==> config.mk <==
export PLATFORM = sky130hd
export DESIGN_NAME = ifid_unit_xlate
export DESIGN_NICKNAME = d
export VERILOG_FILES = /design/src/rtl/xl_pkg.sv /design/src/rtl/xl_table.sv /design/src/rtl/xl_match.sv /design/src/rtl/ifid_unit_xlate.sv
export SDC_FILE = /design/constraint.sdc
export NUM_CORES = 2
export LEC_CHECK = 0
export BUFFER_PORTS_ARGS = -buffer_cell sky130_fd_sc_hd__buf_2
export CAP_MARGIN = 20
export CORE_ASPECT_RATIO = 1.2
export CORE_MARGIN = 2
export CORE_UTILIZATION = 40
export CTS_CLUSTER_SIZE = 30
export DETAILED_ROUTE_END_ITERATION = 6
export SLEW_MARGIN = 10
export SYNTH_ARGS = -nofsm -noshare
export SYNTH_HDL_FRONTEND = slang
export SYNTH_SLANG_ARGS = --single-unit
==> constraint.sdc <==
create_clock -name clk -period 4.1 [get_ports clk]
set_input_delay 0.41 -clock clk [delete_from_list [all_inputs] [get_ports clk]]
set_output_delay 0.41 -clock clk [all_outputs]
set_load 0.01 [all_outputs]
==> src/rtl/xl_pkg.sv <==
package xl_pkg;
   localparam int UNIT_W = 12;
   localparam int PRIV_W = 4;
   localparam int N_BUILTIN = 3;

   typedef enum logic [1:0] {
      XV_TRAP = 2'd0,
      XV_ZERO = 2'd1,
      XV_ONES = 2'd2,
      XV_RSVD = 2'd3
   } miss_variant_e;

   localparam logic [PRIV_W-1:0] PRV_USER  = 4'b0001;
   localparam logic [PRIV_W-1:0] PRV_SUPER = 4'b0010;
   localparam logic [PRIV_W-1:0] PRV_HYPER = 4'b0100;
   localparam logic [PRIV_W-1:0] PRV_MACH  = 4'b1000;

   function automatic logic [UNIT_W-1:0] miss_unit(input logic [1:0] v);
      case (v)
         XV_ZERO: miss_unit = UNIT_W'(1);
         XV_ONES: miss_unit = UNIT_W'(2);
         default: miss_unit = '0;
      endcase
   endfunction
endpackage

==> src/rtl/xl_table.sv <==
module xl_table
   import xl_pkg::*;
#(
   parameter int ENTRIES = 8,
   parameter int ID_W    = 20,
   localparam int IDX_W  = $clog2(ENTRIES)
) (
   input  logic                              clk,
   input  logic                              rst_n,
   input  logic                              we,
   input  logic [IDX_W-1:0]                  idx,
   input  logic                              vld_in,
   input  logic [ID_W-1:0]                   id_in,
   input  logic [UNIT_W-1:0]                 dev_in,
   input  logic [PRIV_W-1:0]                 priv_in,
   input  logic [UNIT_W-1:0]                 unit_in,
   output logic [ENTRIES-1:0]                ent_vld,
   output logic [ENTRIES-1:0][ID_W-1:0]      ent_id,
   output logic [ENTRIES-1:0][UNIT_W-1:0]    ent_dev,
   output logic [ENTRIES-1:0][PRIV_W-1:0]    ent_priv,
   output logic [ENTRIES-1:0][UNIT_W-1:0]    ent_unit
);
   for (genvar e = 0; e < ENTRIES; e++) begin : g_ent
      logic sel;
      assign sel = we && (idx == IDX_W'(e));
      always_ff @(posedge clk) begin
         if (!rst_n) begin
            ent_vld[e]  <= 1'b0;
            ent_id[e]   <= '0;
            ent_dev[e]  <= '0;
            ent_priv[e] <= '0;
            ent_unit[e] <= '0;
         end else if (sel) begin
            ent_vld[e]  <= vld_in;
            ent_id[e]   <= id_in;
            ent_dev[e]  <= dev_in;
            ent_priv[e] <= priv_in;
            ent_unit[e] <= unit_in;
         end
      end
   end
endmodule

==> src/rtl/xl_match.sv <==
module xl_match
   import xl_pkg::*;
#(
   parameter int ENTRIES = 8,
   parameter int ID_W    = 20
) (
   input  logic [ENTRIES-1:0]                ent_vld,
   input  logic [ENTRIES-1:0][ID_W-1:0]      ent_id,
   input  logic [ENTRIES-1:0][UNIT_W-1:0]    ent_dev,
   input  logic [ENTRIES-1:0][PRIV_W-1:0]    ent_priv,
   input  logic [ENTRIES-1:0][UNIT_W-1:0]    ent_unit,
   input  logic [ID_W-1:0]                   key_id,
   input  logic [UNIT_W-1:0]                 key_dev,
   input  logic [PRIV_W-1:0]                 key_priv,
   output logic                              hit,
   output logic [UNIT_W-1:0]                 hit_unit
);
   logic [ENTRIES-1:0] hv;

   for (genvar e = 0; e < ENTRIES; e++) begin : g_cmp
      assign hv[e] = ent_vld[e] && (ent_id[e] == key_id) &&
                     (ent_dev[e] == key_dev) && (ent_priv[e] == key_priv);
   end

   // scan downward so the lowest matching index is the last one assigned
   always_comb begin
      hit_unit = '0;
      for (int e = ENTRIES - 1; e >= 0; e--) begin
         if (hv[e]) hit_unit = ent_unit[e];
      end
   end

   assign hit = |hv;
endmodule

==> src/rtl/ifid_unit_xlate.sv <==
module ifid_unit_xlate
   import xl_pkg::*;
#(
   parameter int XLEN    = 32,
   parameter int ENTRIES = 8,
   parameter bit BUILTIN = 1'b1,
   localparam int ID_W   = XLEN - UNIT_W,
   localparam int IDX_W  = $clog2(ENTRIES)
) (
   input  logic               clk,
   input  logic               rst_n,
   input  logic               prog_we,
   input  logic [IDX_W-1:0]   prog_idx,
   input  logic               prog_vld,
   input  logic [ID_W-1:0]    prog_ident,
   input  logic [UNIT_W-1:0]  prog_dev,
   input  logic [PRIV_W-1:0]  prog_priv,
   input  logic [UNIT_W-1:0]  prog_unit,
   input  logic               req_valid,
   input  logic [XLEN-1:0]    req_key,
   input  logic [XLEN-1:0]    req_data,
   input  logic [PRIV_W-1:0]  req_priv,
   input  logic [1:0]         req_variant,
   output logic               rsp_valid,
   output logic [XLEN-1:0]    rsp_word
);
   if (XLEN < 32) begin : g_bad_xlen
      $error("ifid_unit_xlate: XLEN must be at least 32");
   end
   if (ENTRIES < 2) begin : g_bad_depth
      $error("ifid_unit_xlate: ENTRIES must be at least 2");
   end

   logic [ENTRIES-1:0]             t_vld;
   logic [ENTRIES-1:0][ID_W-1:0]   t_id;
   logic [ENTRIES-1:0][UNIT_W-1:0] t_dev;
   logic [ENTRIES-1:0][PRIV_W-1:0] t_priv;
   logic [ENTRIES-1:0][UNIT_W-1:0] t_unit;

   xl_table #(.ENTRIES(ENTRIES), .ID_W(ID_W)) u_table (
      .clk(clk), .rst_n(rst_n), .we(prog_we), .idx(prog_idx),
      .vld_in(prog_vld), .id_in(prog_ident), .dev_in(prog_dev),
      .priv_in(prog_priv), .unit_in(prog_unit),
      .ent_vld(t_vld), .ent_id(t_id), .ent_dev(t_dev),
      .ent_priv(t_priv), .ent_unit(t_unit)
   );

   logic [ID_W-1:0]   k_id;
   logic [UNIT_W-1:0] k_dev;
   logic              tbl_hit;
   logic [UNIT_W-1:0] tbl_unit;

   assign k_id  = req_key[XLEN-1:UNIT_W];
   assign k_dev = req_key[UNIT_W-1:0];

   xl_match #(.ENTRIES(ENTRIES), .ID_W(ID_W)) u_match (
      .ent_vld(t_vld), .ent_id(t_id), .ent_dev(t_dev),
      .ent_priv(t_priv), .ent_unit(t_unit),
      .key_id(k_id), .key_dev(k_dev), .key_priv(req_priv),
      .hit(tbl_hit), .hit_unit(tbl_unit)
   );

   logic              fix_hit;
   logic [UNIT_W-1:0] fix_unit;

   if (BUILTIN) begin : g_fixed
      assign fix_hit  = (k_id < ID_W'(N_BUILTIN)) && (k_dev == '0) && $onehot(req_priv);
      assign fix_unit = k_id[UNIT_W-1:0];
   end else begin : g_nofixed
      assign fix_hit  = 1'b0;
      assign fix_unit = '0;
   end

   logic [UNIT_W-1:0] sel_unit;
   always_comb begin
      if (fix_hit)      sel_unit = fix_unit;
      else if (tbl_hit) sel_unit = tbl_unit;
      else              sel_unit = miss_unit(req_variant);
   end

   always_ff @(posedge clk) begin
      if (!rst_n) begin
         rsp_valid <= 1'b0;
         rsp_word  <= '0;
      end else begin
         rsp_valid <= req_valid;
         if (req_valid) rsp_word <= {req_data[ID_W-1:0], sel_unit};
      end
   end
endmodule

==> impl_metrics.csv <==
group,metric,value,unit
final_layout,drive_above_1_share,11.4,%
synth,async_flop_share,0,%
timing,period_share,73.7,%
final_layout,nNetsFinal,2641,
worst_setup_path,critPathKind,"in -> reg",
clocking,postCtsSetupBuffers,0,
floorplan,rows,90,
power_and_ir_drop,ir_worst_vdd,0.000272,V
global_route,overflow,0,
power_and_ir_drop,powerDensity,413,mW/mm^2
synth,synthesis.nets,2627,
placed_design,dp_hpwl,46800,um
drt,via_per_inst,5.40,
status,outcome,"finished, final reports clean",
clocking,cts-root-buf,"clkbuf_16",
drt,dr.first_iter.drc_count,1377,
timing,fin_skew,21.7,ps
worst_setup_path,cp-end-kind,"flip-flop",
clocking,cts_tree,"done",
worst_setup_path,cp_slowest_cell,"or3_1",
placed_design,io_buffers,146,
synth,ys_seq_elements,425,
clocking,cts_htree_levels,2,
synth,avgSynthCellArea,8.16,sq um
drt,antenna_left,0,
worst_setup_path,slowest_delay,540,ps
synth,synth_edf_count,0,
drt,wl_per_cell,22.5,um
job,maxCapViolCount,0,
power_and_ir_drop,p_total,0.00946,W
global_route,grt_pass1_vias,16200,
synth,syn_area,0.0204,sq mm
synth,ys_seq_area_share,41.8,%
synth,yosys.area.top_type,"dfxtp_1",
synth,yosysUniqueCellTypes,49,
global_route,antenna_found_initial,1,
timing,layout_min_cycle_time,3020,ps
timing,setup_viol,0,
global_route,track_usage,26.8,%
timing,slew_headroom,29.9,%
drt,via_count,17200,
global_route,grt_pass1_wl,105000,um
synth,synthCells,2498,
placed_design,gp_congestion,0.901,
synth,synth_warnings,0,
floorplan,core_area,0.0503,sq mm
clocking,cts.repair.resized,0,
drt,drt_pass1_iterations,5,
timing,max_slew.worst_pin.slew,1050,ps
worst_setup_path,crit_path_cell_trace,"buf_2 -> inv_1 -> fa_1 -> inv_1 -> ha_1 -> ha_1 -> nor4b_1 -> nand4_1 -> or3_1 -> inv_1 -> a311oi_4 -> buf_4 -> and2_1 -> a31o_1",
worst_setup_path,cp_max_fo,6,
clocking,numClockSinks,425,
timing,slew_violations,0,
floorplan,fp.dieH,251,um
worst_setup_path,crit_required,4590,ps
power_and_ir_drop,p_leak,7.94,nW
floorplan,ios,159,
final_layout,area_growth,12.4,%
worst_setup_path,arrival,3510,ps
floorplan,die_w,210,um
drt,drcViolationCount,0,
drt,drt-total-wl,71900,um
worst_setup_path,crit_path_frequent_cell,"inv_1",
clocking,clkTransAtPathRegs,60,ps
floorplan,die-area,0.0528,sq mm
timing,clock.fmax,0.331,GHz
min_path,hold_class,"in -> reg",
synth,synth_area_leaders,"dfxtp_1, nand2_1, a21boi_0",
timing,fin_tns_setup,0,ps
clocking,clockBufferDepth,3,
floorplan,initial_core_util,40.5,%
clocking,insertion_delay,600,ps
clocking,holdBufCountCts,0,
synth,ys.flop_type,"dfxtp_1",
clocking,cts_buffers,47,
timing,rsz0062_at_grt,"no",
final_layout,antenna_cells,0,
worst_setup_path,worst_setup_path_start_kind,"input pin",
timing,finalHoldViolCount,0,
synth,synth.top_cell.area_share,41.8,%
global_route,grt_max_degree,174,
## state kept, by name, summed over array words and instances (netlist names)
signal / flops
rsp_word: 32
u_table.ent_id: 160
u_table.ent_vld: 8
u_table.ent_dev: 96
u_table.ent_unit: 96
u_table.ent_priv: 32
rsp_valid: 1
## cell families after synthesis
family / Yosys count / synth area share, %
and+or+nand+nor: 1033 / 21.4
AOI/OAI and AO/OA: 476 / 17.6
DFF: 425 / 41.8
xor gates and xnor gates: 284 / 12.2
buffers and inverters: 257 / 5.83
muxes: 20 / 0.983
adders and majority gates: 3 / 0.221
## Yosys cell counts, drive strengths merged (2+ instances only)
master	count
dfxtp	425
a21oi	14
nand3b	2
xor2	89
nand2	806
o311ai	2
a221oi	10
ha	2
nor3	8
or3	4
nand4	49
and2	4
nor2b	28
nor4b	2
inv	22
nand3	21
o211ai	3
a31oi	5
a221o	2
o21ai	19
o311a	16
buf	72
mux2i	20
a21boi	392
nor4	39
o31ai	3
nor2	30
clkbuf	163
and3	20
nand2b	16
xnor2	195
or4	2
a2111o	2
a31o	4
## report_power, final
part / total (W) / internal (W) / switching, W
combinational: 0.000871 / 0.000300 / 0.000571
clock: 0.00431 / 0.00255 / 0.00176
sequential: 0.00428 / 0.00422 / 0.0000558
total: 0.00946 / 0.00708 / 0.00239
## per-stage QoR
step | instance area (sq um) | worst slack [ps] | cells | utilization (%) | hold slack (ps)
final | 22900 | 1080 | 3189 | 45.5 | 94.9
after global routing | 22900 | 908 | 3189 | 45.5 | 96.1
after CTS | 22900 | 1100 | 3189 | 45.5 | 65.4
after detailed placement | 21300 | 481 | 3107 | 42.4 | 446
after global placement | 21300 | 569 | 3107 | 42.4 | 436
after floorplan | 20400 | 811 | 2498 | - | 438
## layout by cell type (no fill, tap or decap), drive strengths merged, types with 4 or more instances in the layout
cell type | netlist | final
a31o | 4 | 4
nor3 | 8 | 8
clkinv | 0 | 5
buf | 72 | 200
mux2i | 20 | 20
xor2 | 89 | 89
a221oi | 10 | 10
inv | 22 | 23
clkbuf | 163 | 70
dfxtp | 425 | 425
nor4 | 39 | 39
and3 | 20 | 20
or3 | 4 | 4
nand2b | 16 | 16
a21boi | 392 | 392
nor2 | 30 | 30
nand4 | 49 | 49
o21ai | 19 | 19
nand2 | 806 | 806
o311a | 16 | 16
xnor2 | 195 | 195
a31oi | 5 | 5
a21oi | 14 | 14
and2 | 4 | 4
nor2b | 28 | 28
nand3 | 21 | 21
## layout make-up
cell class	instances	area [sq um]
inverters	22	82.6
clock buffers	70	1400
repair buffers	200	1170
fillers	4914	27400
well taps	644	806
multi-input cells	1816	10800
flip-flops and latches	425	8510
clock inverters	12	161
## layer usage
| layer | track usage, % | wire [um] |
|---|---|---|
| met5 | 0 | 13 |
| met4 | 13.5 | 3640 |
| met3 | 3.30 | 4160 |
| met2 | 46.5 | 34800 |
| met1 | 32.8 | 29300 |
## worst paths after layout
check             cells after the start  slack (ps)                 from      endpoint
hold reg to reg                       2         450          rsp_word[6]   rsp_word[6]
hold / removal                        3          90          req_data[3]  rsp_word[15]
setup / recovery                     14        1080          req_priv[3]  rsp_word[11]
setup reg to reg                     10        1190  u_table.ent_dev[82]  rsp_word[10]
## critical path, delay by kind of cell
| family | cells | cell delay [ps] |
|---|---|---|
| and+or+nand+nor | 4 | 1220 |
| adders and majority gates | 3 | 940 |
| AOI/OAI and AO/OA | 2 | 270 |
| buffers and inverters | 5 | 640 |
No activity file was read; power rests on OpenSTA's default activity.
